==> src/rtl/ds2_ais_pkg.sv <==
// Package: shared types for the DS2 all-ones alarm monitor.
// Assumes: mode encoding fixed by the surrounding demultiplexer control.
package ds2_ais_pkg;

    // Source select codes; bit 1 set means the monitor is idle.
    typedef enum logic [1:0] {
        SRC_UPSTREAM = 2'b00,
        SRC_DIRECT   = 2'b01,
        SRC_IDLE_A   = 2'b10,
        SRC_IDLE_B   = 2'b11
    } src_mode_e;

    // Rating of one observation window.
    typedef enum logic {
        WIN_NOISY = 1'b0,
        WIN_QUIET = 1'b1
    } win_rating_e;

    // True when the select code asks for monitoring.
    function automatic logic mode_is_active(input logic [1:0] mode);
        return (mode == SRC_UPSTREAM) || (mode == SRC_DIRECT);
    endfunction

endpackage

==> src/rtl/ds2_ais_win_timer.sv <==
// Module: window position counter.
// Counts qualified bits from 0 to WIN_LEN-1 and flags the last bit of each
// window. Assumes WIN_LEN >= 2. A synchronous clear restarts the window.
module ds2_ais_win_timer #(
    parameter int WIN_LEN = 840,
    localparam int POS_W  = $clog2(WIN_LEN)
) (
    input  logic             clk,
    input  logic             rst_n,
    input  logic             clear,
    input  logic             bit_en,
    output logic [POS_W-1:0] pos,
    output logic             win_end
);

    localparam logic [POS_W-1:0] LAST_POS = POS_W'(WIN_LEN - 1);

    // Last qualified bit of the current window.
    always_comb begin
        win_end = bit_en && (pos == LAST_POS);
    end

    // Advance the position on each qualified bit, wrap after the last one.
    always_ff @(posedge clk) begin
        if (!rst_n || clear) begin
            pos <= '0;
        end else if (bit_en) begin
            pos <= win_end ? '0 : pos + 1'b1;
        end
    end

endmodule

==> src/rtl/ds2_ais_zero_cnt.sv <==
// Module: saturating zero counter for one window.
// Counts zero bits up to ZERO_LIMIT and rates the window as it closes.
// Assumes win_end is only high together with bit_en.
module ds2_ais_zero_cnt
    import ds2_ais_pkg::*;
#(
    parameter int ZERO_LIMIT = 5,
    localparam int CNT_W     = $clog2(ZERO_LIMIT + 1)
) (
    input  logic             clk,
    input  logic             rst_n,
    input  logic             clear,
    input  logic             bit_en,
    input  logic             bit_in,
    input  logic             win_end,
    output logic [CNT_W-1:0] cnt,
    output win_rating_e      rating
);

    localparam logic [CNT_W-1:0] CEIL = CNT_W'(ZERO_LIMIT);

    logic [CNT_W:0]   sum;
    logic [CNT_W-1:0] cnt_next;

    // Count including the current bit, held at the ceiling.
    always_comb begin
        sum      = {1'b0, cnt} + (CNT_W + 1)'(bit_en && !bit_in);
        cnt_next = (sum > {1'b0, CEIL}) ? CEIL : sum[CNT_W-1:0];
    end

    // Window rating from the count that includes the closing bit.
    always_comb begin
        rating = (cnt_next < CEIL) ? WIN_QUIET : WIN_NOISY;
    end

    // Accumulate zeros; restart at each window boundary.
    always_ff @(posedge clk) begin
        if (!rst_n || clear) begin
            cnt <= '0;
        end else if (bit_en) begin
            cnt <= win_end ? '0 : cnt_next;
        end
    end

endmodule

==> src/rtl/ds2_ais_hyst.sv <==
// Module: two-window hysteresis for the alarm flag.
// Keeps the previous window rating; the flag follows a rating only when two
// windows in a row agree. Emits a one-cycle pulse on each flag change.
module ds2_ais_hyst
    import ds2_ais_pkg::*;
(
    input  logic        clk,
    input  logic        rst_n,
    input  logic        clear,
    input  logic        win_end,
    input  win_rating_e rating,
    output logic        flag,
    output logic        change
);

    win_rating_e prev_rating;
    logic        agree_new;

    // Current and previous windows agree on a state the flag is not in.
    always_comb begin
        agree_new = (rating == prev_rating) && (logic'(rating) != flag);
    end

    // Update previous rating, flag and pulse at window boundaries.
    always_ff @(posedge clk) begin
        if (!rst_n || clear) begin
            prev_rating <= WIN_NOISY;
            flag        <= 1'b0;
            change      <= 1'b0;
        end else begin
            change <= 1'b0;
            if (win_end) begin
                prev_rating <= rating;
                if (agree_new) begin
                    flag   <= logic'(rating);
                    change <= 1'b1;
                end
            end
        end
    end

endmodule

==> src/rtl/ds2_ais_mon.sv <==
// Module: DS2 all-ones alarm monitor (top).
// Rates fixed windows of qualified bits by zero count and raises or drops
// the alarm after two agreeing windows. Idle modes clear all state and hold
// the outputs low. Assumes bit_en is synchronous to clk.
module ds2_ais_mon
    import ds2_ais_pkg::*;
#(
    parameter int WIN_LEN    = 840,
    parameter int ZERO_LIMIT = 5
) (
    input  logic       clk,
    input  logic       rst_n,
    input  logic       bit_en,
    input  logic       ser_data,
    input  logic [1:0] src_mode,
    output logic       ais_flag,
    output logic       ais_change
);

    localparam int POS_W = $clog2(WIN_LEN);
    localparam int CNT_W = $clog2(ZERO_LIMIT + 1);

    logic             active;
    logic             idle_clr;
    logic [POS_W-1:0] win_pos;
    logic             win_end;
    logic [CNT_W-1:0] zero_cnt;
    win_rating_e      win_rating;
    logic             flag_q;
    logic             change_q;

    // Decode the source select into run/idle.
    always_comb begin
        active   = mode_is_active(src_mode);
        idle_clr = !active;
    end

    ds2_ais_win_timer #(.WIN_LEN(WIN_LEN)) u_timer (
        .clk     (clk),
        .rst_n   (rst_n),
        .clear   (idle_clr),
        .bit_en  (bit_en),
        .pos     (win_pos),
        .win_end (win_end)
    );

    ds2_ais_zero_cnt #(.ZERO_LIMIT(ZERO_LIMIT)) u_zeros (
        .clk     (clk),
        .rst_n   (rst_n),
        .clear   (idle_clr),
        .bit_en  (bit_en),
        .bit_in  (ser_data),
        .win_end (win_end),
        .cnt     (zero_cnt),
        .rating  (win_rating)
    );

    ds2_ais_hyst u_hyst (
        .clk     (clk),
        .rst_n   (rst_n),
        .clear   (idle_clr),
        .win_end (win_end),
        .rating  (win_rating),
        .flag    (flag_q),
        .change  (change_q)
    );

    // Hold outputs low at once while idle.
    always_comb begin
        ais_flag   = flag_q && active;
        ais_change = change_q && active;
    end

endmodule

==> config.mk <==
export PLATFORM = sky130hd
export DESIGN_NAME = ds2_ais_mon
export DESIGN_NICKNAME = d
export VERILOG_FILES = /design/src/rtl/ds2_ais_pkg.sv /design/src/rtl/ds2_ais_win_timer.sv /design/src/rtl/ds2_ais_zero_cnt.sv /design/src/rtl/ds2_ais_hyst.sv /design/src/rtl/ds2_ais_mon.sv
export SDC_FILE = /design/constraint.sdc
export NUM_CORES = 1
export LEC_CHECK = 0
export ABC_AREA = 0
export BUFFER_PORTS_ARGS = -buffer_cell sky130_fd_sc_hd__buf_2
export CORE_ASPECT_RATIO = 0.9
export CORE_MARGIN = 3
export CORE_UTILIZATION = 45
export DETAILED_ROUTE_END_ITERATION = 6
export PLACE_DENSITY = 0.74
export SLEW_MARGIN = 20
export SYNTH_ARGS = -nofsm -noshare
export SYNTH_HDL_FRONTEND = slang
export SYNTH_SLANG_ARGS = --single-unit
==> constraint.sdc <==
create_clock -name clk -period 4.6 [get_ports clk]
set_input_delay 0.92 -clock clk [delete_from_list [all_inputs] [get_ports clk]]
set_output_delay 0.92 -clock clk [all_outputs]
set_load 0.02 [all_outputs]
### Yosys cells after proc, flatten, opt, wreduce, memory -nomap -nowiden

Index checks and enable logic that the tools add are counted.

* register bits: 16
* bits of input ports: 6
* output and inout port bits: 2
* word-level logic and storage cells: 32

* $add $sub $neg: 2
* $lt $le $gt $ge: 2
* eq/ne operators: 4
* mux-type cells: 5
* bitwise gates (word level): 1
* reductions and logical operators: 13

Operators with widths (number)
* adder 10 x 1 -> 10 bit (second input constant): 1
* == test 10 bit (second input constant): 1
* two-way mux 10 bit: 1
* two-way mux 3 bit: 2
* logical AND 1 bit: 5
* adder 3 x 1 -> 4 bit: 1
* greater-than comparator 4 x 3 -> 1 bit (second input constant): 1
* zero test 1 bit: 3
* < comparator 3 bit (second input constant): 1
* == test 2 x 1 -> 1 bit (second input constant): 1
* zero test 2 bit: 1
* logical OR 1 bit: 2
* two-way mux 1 bit: 2
* AND reduction 2 bit: 1
* OR reduction 2 bit: 1
* == test 1 bit: 1
* inequality test 1 bit: 1
* NOT 1 bit: 1

### Logic depth before layout (Yosys ltp)

* depth after elaboration: 10
* depth in mapped cells: 8
* gate-level depth less buffers: 7

### By module

A second synthesis with hierarchy kept.

* cells, all modules: 103
* area total of the unflattened synthesis: 908.4 um^2

Modules (own cells, without submodules)
* ds2_ais_win_timer: instances 1, cells each 59, area each 536.8 um^2, seq. area each 200.2 um^2
* ds2_ais_zero_cnt: instances 1, cells each 26, area each 211.5 um^2, seq. area each 60.1 um^2
* ds2_ais_hyst: instances 1, cells each 15, area each 143.9 um^2, seq. area each 60.1 um^2
* ds2_ais_mon: instances 1, cells each 3, area each 16.3 um^2, seq. area each 0.0 um^2

### Worst setup path after synthesis

Ideal clock, no wire load.

* path kind: input to register
* start point: input port bit_en
* end point: register u_hyst.change
* setup time: 0.088 ns
* arrival: 2.566 ns
* slack: 1.946 ns
* stages: 8
* cell sequence: clkbuf_1 nor2b_1 ha_1 ha_1 o21ai_0 or2_2 a211o_1 a211oi_1

* longest elaborated chain between the ends: 9
* elaborated cells between the ends (all ways): 13
* classes of those cells: add/sub: 1; order compare: 2; eq/ne: 2; mux: 3; bitwise: 1; reduce/logical: 4

RTL lines
* start: declaration: line ds2_ais_mon.sv:13 `input logic bit_en,`
* logical AND 1 bit: line ds2_ais_zero_cnt.sv:27 `sum = {1'b0, cnt} + (CNT_W + 1)'(bit_en && !bit_in);`
* adder 3 x 1 -> 4 bit: line ds2_ais_zero_cnt.sv:27
* greater-than comparator 4 x 3 -> 1 bit: line ds2_ais_zero_cnt.sv:28 `cnt_next = (sum > {1'b0, CEIL}) ? CEIL : sum[CNT_W-1:0];`
* two-way mux 3 bit: line ds2_ais_zero_cnt.sv:28
* < comparator 3 bit: line ds2_ais_zero_cnt.sv:33 `rating = (cnt_next < CEIL) ? WIN_QUIET : WIN_NOISY;`
* two-way mux 1 bit: line ds2_ais_zero_cnt.sv:33
* == test 1 bit / inequality test 1 bit (equally long branches): line ds2_ais_hyst.sv:21 `agree_new = (rating == prev_rating) && (logic'(rating) != flag);`
* logical AND 1 bit: line ds2_ais_hyst.sv:21
* two-way mux 1 bit: line ds2_ais_hyst.sv:34 `if (agree_new) begin`
* end signal: assignment: line ds2_ais_hyst.sv:29 `change <= 1'b0;`
* end signal: assignment: line ds2_ais_hyst.sv:31 `change <= 1'b0;`
* end signal: assignment: line ds2_ais_hyst.sv:36 `change <= 1'b1;`
* end: declaration: line ds2_ais_hyst.sv:13 `output logic change`

Several ways; a longest one is shown, not always the timed one.
A chain may end at the register's enable or synchronous reset.

### Worst setup path in the final report

Ends and elaborated chain as after synthesis.

==> impl_metrics.ini <==
[outcome]
outcome = finished, final reports clean

[synth]
syn_nets = 105
synth.largest_area_cell = dfxtp_1
synth_seq_cells = 16
syn_avg_cell_area_um2 = 8.58
synthFlopType = dfxtp_1
netlist_area_um2 = 823
yosysTopAreaCellShare_pct = 38.9
async_flop_share_pct = 0
synth_cell_types = 28
synth_commonest_cells = dfxtp_1, nor2_1, a21oi_1, nand2_1, nand2b_1
synth_edf_count = 0
ys_seq_area_share_pct = 38.9
synth_area_leaders = dfxtp_1, xor2_1, nor2_1
syn_inst = 96
yosysMostFrequentCell = dfxtp_1
ys_warn_count = 0

[cts]
clk_pin_slew_ps = 80
cts_sinks = 16
numCtsBuffers = 3
clockBufferDepth = 2
clk-insertion-delay-late_ps = 280
cts_setup_buffers = 0
cts_resized = 0
cts_htree_levels = 1
clockRootBuffer = clkbuf_4
postCtsHoldBufs = 0
cts_tree = built

[min_path]
min_path_cells = 2
hold_class = flip-flop to flip-flop
hold_path_startpoint = u_zeros.cnt[0]

[grt]
grt_max_degree = 15
antenna_found_initial = 0
use_met2_pct = 24.4
use_met1_pct = 16.5
grt_pass1_wl_mm = 2.45
grt_pass1_vias = 591
overflow = 0
grt_use_met3_pct = 4.85
track_usage_pct = 13.8
top_usage_layer = met2

[route]
drc_errors = 0
routed_wl_mm = 1.43
firstDrtPassIters = 4
drt-initial-drc-count = 7
drtAntennaViolNets = 0
vias = 674
wl_per_cell_um = 11.4
via_per_inst = 5.35

[floorplanning]
die_x_um = 51.1
io_pins = 8
num_rows = 14
die_h_um = 46.6
initial_core_util_pct = 48.5
die_area_um2 = 2380
coreArea_um2 = 1700

[critical_path]
crit_start = bit_en
cp_cell_sequence = buf_2, nor2b_1, ha_1, ha_1, o21ai_0, or2_2, a211o_1, a211oi_1
required_ps = 4800
slowest_stage = ha_1
path_common_cell = ha_1
worst_setup_path_end_kind = flip-flop
rr_startpoint = u_zeros.cnt[0]
crit_path_max_incr_delay_ps = 350
crit_fanout = 14
cp-start-kind = primary input
critPathKind = primary input to flip-flop
reg2reg_depth = 6
cp.arrival_ps = 2660

[power_and_ir_drop]
leakage_nw = 0.320
ir_drop_v = 0.000237
power.total_uw = 221
powerDensity_nw_per_um2 = 247

[timing]
worstMarginPinSlew_ps = 405
relSlewSlack_pct = 72.9
finalHoldViolations = 0
fin_skew_ps = 3.08
finalSetupTns_ps = 0
fmax_mhz = 405
rsz0062_at_grt = no
finalSetupViolCount = 0
setup_ws_ps = 2130
min_period_over_period_pct = 53.6
slew_violations = 0
period_needed_ps = 2470

[cells_and_area]
seqCellArea_um2 = 320
final_nets = 113
nFillCells = 162
layout.cells.non_filler = 126
area_growth_pct = 8.66
multi_input_area_um2 = 488
diodes = 0
drive_gt1_share_pct = 11.8

[flow_run]
drv_cap = 0

[placed_design]
place_inst = 123
io_buffers = 6
place_ws_ps = 1840
gp_congestion = 0.740
dp_hpwl_mm = 1.06
==> through the flow <==
step	util (%)	instance area (um2)	hold WS [ps]
after floorplan	-	823	450
after global placement	51.3	872	465
after detailed placement	51.3	872	470
after CTS	52.7	895	487
after global routing	52.7	895	512
final	52.7	895	478
==> worst paths after layout <==
| kind | endpoint | slack (ps) |
|---|---|---|
| worst max-delay path | u_hyst.change | 2130 |
| worst min register to register | u_zeros.cnt[0] | 480 |
| worst min-delay path | u_zeros.cnt[0] | 480 |
| worst max register to register | u_hyst.change | 2750 |
==> final cells by class <==
cell class                      count  share of cell area [%]
Clock buffer                        3                    2.52
Inverter                            1                   0.420
Multi-Input combinational cell     76                    54.5
Sequential cell                    16                    35.8
Tap cell                           24                    3.36
Timing Repair Buffer                6                    3.36
==> power breakdown <==
part | switching [mW] | internal (mW)
sequential | 0.000530 | 0.139
combinational | 0.00635 | 0.00447
clock | 0.0401 | 0.0304
==> per-layer routing <==
layer  up-vias  share of wire [%]
met5         -                  0
met4         0                  0
met3         0                4.7
met2         9                 47
met1       307                 48
li1        358                  -
==> sequential cells by signal, indices dropped and copies added (netlist names) <==
name                cells
u_timer.pos            10
u_hyst.flag             1
u_hyst.prev_rating      1
u_hyst.change           1
u_zeros.cnt             3
==> kinds of logic (layout without fill, tap and decap cells) <==
kind of cell	after synthesis	in the layout	synth area share [%]
AO/OA/AOI/OAI	17	17	13.4
XOR/XNOR	8	8	8.51
adder cells (fa/ha/maj)	3	3	4.56
buffers and inverters	4	10	1.82
flip-flops	16	16	38.9
AND/OR/NAND/NOR	48	48	32.8
==> layout by cell type, fill, tap and decap left out, types with 2 or more instances in the layout <==
cell / instances
and3_1: 4
dfxtp_1: 16
xor2_1: 6
nand3_1: 3
a21oi_1: 7
nand2b_1: 7
nand4_1: 5
o211ai_1: 2
buf_2: 6
and4_1: 2
nor2b_1: 3
clkbuf_4: 3
nor2_1: 12
a31oi_1: 2
xnor2_1: 2
ha_1: 3
nand2_1: 7
==> worst max-delay path: cells and delay by family <==
kind	cells	cell delay (ps)
AND/OR/NAND/NOR	2	470
buffers and inverters	1	160
adder cells (fa/ha/maj)	2	540
AO/OA/AOI/OAI	3	570
Power figures use the tool's default switching activity.
